### src/rtl/cal_pkg.sv
package cal_pkg;

    typedef enum logic [2:0] {
        ST_IDLE,
        ST_SEC,
        ST_MIN,
        ST_HOUR,
        ST_DAY,
        ST_MONTH,
        ST_YEAR
    } carry_state_e;

    typedef struct packed {
        logic [7:0] year;
        logic [3:0] mon;
        logic [2:0] wday;
        logic [4:0] mday;
        logic [4:0] hour;
        logic [5:0] min;
        logic [5:0] sec;
    } cal_time_t;

    localparam logic [2:0] ADDR_YM   = 3'd0;
    localparam logic [2:0] ADDR_DAY  = 3'd1;
    localparam logic [2:0] ADDR_HM   = 3'd2;
    localparam logic [2:0] ADDR_SEC  = 3'd3;
    localparam logic [2:0] ADDR_STAT = 3'd4;
    localparam logic [2:0] ADDR_CFG  = 3'd5;
    localparam int         CFG_RUN_BIT = 3;

    localparam logic [5:0] SEC_MAX  = 6'd59;
    localparam logic [5:0] MIN_MAX  = 6'd59;
    localparam logic [4:0] HOUR_MAX = 5'd23;
    localparam logic [2:0] WDAY_MAX = 3'd6;
    localparam logic [3:0] MON_MAX  = 4'd12;

    localparam cal_time_t RESET_TIME = '{
        year: 8'd0, mon: 4'd1, wday: 3'd0, mday: 5'd1,
        hour: 5'd0, min: 6'd0, sec: 6'd0
    };

endpackage

### src/rtl/cal_prescaler.sv
module cal_prescaler #(
    parameter int PRESCALE = 32768
) (
    input  logic clk,
    input  logic rst_n,
    input  logic osc_tick,
    input  logic run,
    output logic sec_pulse,
    output logic window
);
    localparam int CNT_W = $clog2(PRESCALE);
    localparam logic [CNT_W-1:0] LAST = CNT_W'(PRESCALE - 1);

    logic [CNT_W-1:0] cnt_q;

    // Restart one oscillator period past a boundary, outside the guard window
    always_ff @(posedge clk or negedge rst_n) begin
        if (!rst_n) begin
            cnt_q <= CNT_W'(1);
        end else if (osc_tick && run) begin
            cnt_q <= (cnt_q == LAST) ? '0 : cnt_q + 1'b1;
        end
    end

    assign sec_pulse = osc_tick && run && (cnt_q == LAST);
    assign window    = (cnt_q == LAST) || (cnt_q == '0);

    AST_FROZEN_WHEN_STOPPED: assert property (@(posedge clk) disable iff (!rst_n)
        !run |=> $stable(cnt_q));

    AST_PULSE_INSIDE_WINDOW: assert property (@(posedge clk) disable iff (!rst_n)
        sec_pulse |=> window);

endmodule

### src/rtl/cal_month_len.sv
module cal_month_len #(
    parameter int BASE_YEAR = 2112
) (
    input  logic [7:0] year_off,
    input  logic [3:0] month,
    output logic [4:0] days,
    output logic       leap
);
    logic [11:0] full_year;

    assign full_year = 12'(BASE_YEAR) + {{4{year_off[7]}}, year_off};

    always_comb begin
        leap = ((full_year % 12'd4) == 12'd0) &&
               (((full_year % 12'd100) != 12'd0) || ((full_year % 12'd400) == 12'd0));
        unique case (month)
            4'd4, 4'd6, 4'd9, 4'd11: days = 5'd30;
            4'd2:                    days = leap ? 5'd29 : 5'd28;
            default:                 days = 5'd31;
        endcase
    end

endmodule

### src/rtl/cal_carry.sv
module cal_carry
    import cal_pkg::*;
#(
    parameter int BASE_YEAR = 2112
) (
    input  logic        clk,
    input  logic        rst_n,
    input  logic        sec_pulse,
    input  logic        window,
    input  logic        wr_en,
    input  logic [1:0]  wr_addr,
    input  logic [15:0] wr_data,
    output cal_time_t   now
);
    carry_state_e state_q, state_d;
    cal_time_t    now_q;
    logic [4:0]   mlen;
    logic         leap;

    cal_month_len #(.BASE_YEAR(BASE_YEAR)) u_mlen (
        .year_off (now_q.year),
        .month    (now_q.mon),
        .days     (mlen),
        .leap     (leap)
    );

    // State register
    always_ff @(posedge clk or negedge rst_n) begin
        if (!rst_n) state_q <= ST_IDLE;
        else        state_q <= state_d;
    end

    // Transitions
    always_comb begin
        state_d = state_q;
        unique case (state_q)
            ST_IDLE:  if (sec_pulse) state_d = ST_SEC;
            ST_SEC:   state_d = (now_q.sec  >= SEC_MAX)  ? ST_MIN   : ST_IDLE;
            ST_MIN:   state_d = (now_q.min  >= MIN_MAX)  ? ST_HOUR  : ST_IDLE;
            ST_HOUR:  state_d = (now_q.hour >= HOUR_MAX) ? ST_DAY   : ST_IDLE;
            ST_DAY:   state_d = (now_q.mday >= mlen)     ? ST_MONTH : ST_IDLE;
            ST_MONTH: state_d = (now_q.mon  >= MON_MAX)  ? ST_YEAR  : ST_IDLE;
            ST_YEAR:  state_d = ST_IDLE;
            default:  state_d = ST_IDLE;
        endcase
    end

    // Field updates per state
    always_ff @(posedge clk or negedge rst_n) begin
        if (!rst_n) begin
            now_q <= RESET_TIME;
        end else begin
            unique case (state_q)
                ST_IDLE: begin
                    if (wr_en) begin
                        unique case (wr_addr)
                            2'd0: begin
                                now_q.year <= wr_data[15:8];
                                now_q.mon  <= wr_data[3:0];
                            end
                            2'd1: begin
                                now_q.wday <= wr_data[10:8];
                                now_q.mday <= wr_data[4:0];
                            end
                            2'd2: begin
                                now_q.hour <= wr_data[12:8];
                                now_q.min  <= wr_data[5:0];
                            end
                            2'd3: now_q.sec <= wr_data[5:0];
                        endcase
                    end
                end
                ST_SEC:  now_q.sec  <= (now_q.sec  >= SEC_MAX)  ? 6'd0 : now_q.sec + 6'd1;
                ST_MIN:  now_q.min  <= (now_q.min  >= MIN_MAX)  ? 6'd0 : now_q.min + 6'd1;
                ST_HOUR: now_q.hour <= (now_q.hour >= HOUR_MAX) ? 5'd0 : now_q.hour + 5'd1;
                ST_DAY: begin
                    now_q.wday <= (now_q.wday >= WDAY_MAX) ? 3'd0 : now_q.wday + 3'd1;
                    now_q.mday <= (now_q.mday >= mlen) ? 5'd1 : now_q.mday + 5'd1;
                end
                ST_MONTH: now_q.mon  <= (now_q.mon >= MON_MAX) ? 4'd1 : now_q.mon + 4'd1;
                ST_YEAR:  now_q.year <= now_q.year + 8'd1;
                default: ;
            endcase
        end
    end

    assign now = now_q;

    AST_CARRY_INSIDE_WINDOW: assert property (@(posedge clk) disable iff (!rst_n)
        (state_q != ST_IDLE) |-> window);

    AST_SEC_WRAP: assert property (@(posedge clk) disable iff (!rst_n)
        (state_q == ST_SEC && now_q.sec == SEC_MAX) |=> (now_q.sec == 6'd0));

    AST_WDAY_WRAP: assert property (@(posedge clk) disable iff (!rst_n)
        (state_q == ST_DAY && now_q.wday == WDAY_MAX) |=> (now_q.wday == 3'd0));

    AST_MONTH_STARTS_DAY1: assert property (@(posedge clk) disable iff (!rst_n)
        (state_q == ST_MONTH) |-> (now_q.mday == 5'd1));

    AST_LEAP_FEB29: assert property (@(posedge clk) disable iff (!rst_n)
        (state_q == ST_DAY && now_q.mon == 4'd2 && now_q.mday == 5'd28 && leap)
        |=> (now_q.mday == 5'd29));

    AST_YEAR_WRAP: assert property (@(posedge clk) disable iff (!rst_n)
        (state_q == ST_YEAR && now_q.year == 8'h7F) |=> (now_q.year == 8'h80));

endmodule

### src/rtl/cal_clock.sv
module cal_clock
    import cal_pkg::*;
#(
    parameter int PRESCALE  = 32768,
    parameter int BASE_YEAR = 2112
) (
    input  logic        clk,
    input  logic        rst_n,
    input  logic        osc_tick,
    input  logic        bus_wr,
    input  logic [2:0]  bus_addr,
    input  logic [15:0] bus_wdata,
    output logic [15:0] bus_rdata,
    output logic        unstable
);
    logic      run_q;
    logic      sec_pulse;
    logic      window;
    logic      time_sel;
    logic      time_wr;
    cal_time_t now;

    cal_prescaler #(.PRESCALE(PRESCALE)) u_presc (
        .clk       (clk),
        .rst_n     (rst_n),
        .osc_tick  (osc_tick),
        .run       (run_q),
        .sec_pulse (sec_pulse),
        .window    (window)
    );

    assign time_sel = (bus_addr <= ADDR_SEC);
    assign time_wr  = bus_wr && time_sel && !window;

    cal_carry #(.BASE_YEAR(BASE_YEAR)) u_carry (
        .clk       (clk),
        .rst_n     (rst_n),
        .sec_pulse (sec_pulse),
        .window    (window),
        .wr_en     (time_wr),
        .wr_addr   (bus_addr[1:0]),
        .wr_data   (bus_wdata),
        .now       (now)
    );

    always_ff @(posedge clk or negedge rst_n) begin
        if (!rst_n)                              run_q <= 1'b0;
        else if (bus_wr && bus_addr == ADDR_CFG) run_q <= bus_wdata[CFG_RUN_BIT];
    end

    always_comb begin
        bus_rdata = '0;
        case (bus_addr)
            ADDR_YM:   bus_rdata = {now.year, 4'h0, now.mon};
            ADDR_DAY:  bus_rdata = {5'b0, now.wday, 3'b0, now.mday};
            ADDR_HM:   bus_rdata = {3'b0, now.hour, 2'b0, now.min};
            ADDR_SEC:  bus_rdata = {10'b0, now.sec};
            ADDR_STAT: bus_rdata = {15'b0, window};
            ADDR_CFG:  bus_rdata = {12'b0, run_q, 3'b0};
            default:   bus_rdata = '0;
        endcase
        if (window && time_sel) bus_rdata = 16'hFFFF;
    end

    assign unstable = window;

    AST_STOPPED_NO_PULSE: assert property (@(posedge clk) disable iff (!rst_n)
        !run_q |-> !sec_pulse);

endmodule

### config.mk
export PLATFORM = sky130hd
export DESIGN_NAME = cal_clock
export DESIGN_NICKNAME = d
export VERILOG_FILES = /design/src/rtl/cal_pkg.sv /design/src/rtl/cal_prescaler.sv /design/src/rtl/cal_month_len.sv /design/src/rtl/cal_carry.sv /design/src/rtl/cal_clock.sv
export SDC_FILE = /design/constraint.sdc
export NUM_CORES = 1
export LEC_CHECK = 0
export BUFFER_PORTS_ARGS = -buffer_cell sky130_fd_sc_hd__buf_2
export CAP_MARGIN = 0
export CORE_MARGIN = 2
export CORE_UTILIZATION = 30
export CTS_BUF_LIST = sky130_fd_sc_hd__clkbuf_16
export CTS_CLUSTER_SIZE = 12
export DETAILED_ROUTE_END_ITERATION = 12
export PLACE_DENSITY = 0.43
export SYNTH_ARGS = -nofsm -noshare
export SYNTH_HDL_FRONTEND = slang
export SYNTH_HIERARCHICAL = 1
export SYNTH_SLANG_ARGS = --single-unit
### constraint.sdc
create_clock -name clk -period 6.4 [get_ports clk]
set_input_delay 1.6 -clock clk [delete_from_list [all_inputs] [get_ports clk]]
set_output_delay 1.6 -clock clk [all_outputs]
set_load 0.01 [all_outputs]
==> results.md <==
- Layout cells sized above 1: between 10% and 20%
- Pin count of the biggest net entering global routing: 57
- Slew HR: 47.4%
- Root Buffer: clkbuf_16
- Estimated wirelength of the detail-placed design: between 9 and 10 mm
- Vias in the first global route: 3939
- Antenna violations before repair: 0
- Detailed Route Iter0 Violations: about 240
- Total number of H-tree levels: 2
- Row cnt: between 40 and 50
- DRT Wirelength: approximately 13 mm
- Sw Ratio: a little under two fifths
- Area Growth Syn to Fin: 9.48%
- Peak fanout along the critical path: 21
- Lkg Pwr: about 2.2 nW
- Final setup vio count: 0
- Logic pwr share: between 30% and 40%
- Global-route usage over all layers: roughly 16%
- Clock Path Buffers: 2
- WP data required: between 4 and 5 ns
- Clock sink count: 56
- Tmin final: roughly 4.5 ns
- Layout net count: 611
- Max-Cap Viols: 0
- Die Ht: 128 um
- Post-DRT Antenna Nets: 0
- Post_cts resized: 0
- Worst Skew: 0.00598 ns
- Clock Power Share: between 20 and 25%
- RSZ-0062 raised after global routing: no
- Ports: 40
- GR Overflow Total: 0
- Starting Density: 30.5%
- CORE AREA: around 15000 um^2
- Drt first pass iters: 4
- Max Freq: roughly 220 MHz
- Peak supply drop: about 0.11 mV
- Sw Pwr: between 0.0005 and 0.0006 W
- Total die area: between 15000 and 20000 um^2
- Setup CP Type: in2out
- Die W: roughly 130 um
- Worst hold path type: reg2reg
- Routed len/inst: roughly 17 um
- Status: completed
- Worst-margin pin slew: between 0.7 and 0.8 ns
- Tcrit/Tclk final: 70.6%
- Seq pwr share: roughly two fifths
- Clk_lat worst skew: approximately 0.31 ns
- Slew Limit Fails: 0
- Clock slew at reported path FFs: 0.07 ns
- Avg Inst Size Synth: 8.30 um^2
- Critical path arrival: between 2 and 3 ns
- HP Start: u_presc/cnt_q[0]$_DFFE_PN1P_
- Ys Warns: 6
- Vias/cell: ~5.4
- GP Congestion: about 0.83
- Critical path origin: bus_addr[1]
- CTS tree: done
- DRC Markers: 0
- Netlist Area Pre-Place: 4580 um^2
- Final TNS setup: 0 ns
- Kind of end point of the critical path: output pin
- Post-CTS setup buffer count: 0
- Fin Hold WS: around 0.52 ns
- N_diodes: 0
- Number of vias in the routed layout: a little over 4000
- Startpoint types: primary input
- R2r startpoint: u_carry/now[35]$_DFFE_PN0P_
- Num CTS Buffers: 5
- P_int: 0.000808 W
- Final Hold Vio Count: 0
- Power per cell area: 261 nW/um^2
- Hold_buf cts: 0
- First-pass GRT wire length: 20.9 mm
- Port buffer count: 37
- Syn Inst Count: 552
- Power consumption: about 0.0013 W
## path summary, 6_finish.rpt
path                                             endpoint  slack (ns)  cells after the start
setup / recovery                             bus_rdata[8]        1.88                      5
hold / removal               u_presc/cnt_q[0]$_DFFE_PN1P_        0.52                      2
setup reg to reg           u_carry/state_q[0]$_DFFE_PN0P_        2.01                     16
hold reg to reg              u_presc/cnt_q[0]$_DFFE_PN1P_        0.52                      2
max in group asynchronous  u_carry/state_q[0]$_DFFE_PN0P_        4.42                      2
min in group asynchronous    u_presc/cnt_q[5]$_DFFE_PN0P_        1.44                      2
## through the flow
stage	area, um^2	worst slack, ns	util [%]	cells
floorplan	4590	2.41	-	554
global placement	4850	1.89	32.3	752
detailed placement	4850	1.88	32.3	752
CTS	5010	1.88	33.4	760
global route	5010	1.50	33.4	760
finish	5010	1.88	33.4	760
## power groups by stage
stage,clock network [W],registers [W],logic [W]
after detailed placement,0,0.000552,0.000443
after floorplan,0,0.000500,0.000372
after global routing,0.000351,0.000562,0.000506
after CTS,0.000339,0.000545,0.000444
after global placement,0,0.000550,0.000434
final,0.000320,0.000547,0.000444
## worst max-delay path: stages
cell and delay [ns]:
buf_2 0.38, mux2_2 0.38, a221oi_1 0.32, nor2_1 0.07, buf_2 0.15
## routing by layer
metal	vias up	wire [um]	part of all wire, %	track usage (%)
li1	2056	-	-	-
met1	2014	5890	46	21.1
met2	51	6280	50	27.7
met3	10	349	2.8	2.26
met4	0	154	1.2	4.46
met5	-	0	0	0
## flip-flops by register name (all words and copies together) (netlist names)
name	flops
run_q	1
u_carry/state_q	3
u_presc/cnt_q	15
u_carry/now	37
## placed cells by master (no fill, tap or decap), drive strengths merged, types with 3 or more instances in the layout
cell type  count
a211oi         3
a21boi         3
a21o           7
a21oi         57
a221oi         4
a22o           6
a22oi          4
a31oi         10
and2           3
and3           8
and3b          3
buf           41
clkbuf         5
conb           3
dfrtp         53
dfstp          3
ha            17
inv           26
mux2          10
mux2i          6
mux4           3
nand2         56
nand2b         9
nand3         32
nand4          9
nor2          42
nor2b          3
nor3          19
nor3b          7
nor4           4
o211ai         3
o21a           5
o21ai         43
o22ai          7
o31ai          7
or3            3
xnor2         11
xor2           8
## area by class of cell
cell class                      count  area (um^2)
Fill cell                        1573        10000
Multi-Input combinational cell    442         2900
Sequential cell                    56         1410
Tap cell                          188          235
Timing Repair Buffer               41          215
Clock buffer                        5          125
Inverter                           25         96.3
Clock inverter                      3         38.8
No activity file was read; power rests on OpenSTA's default activity.
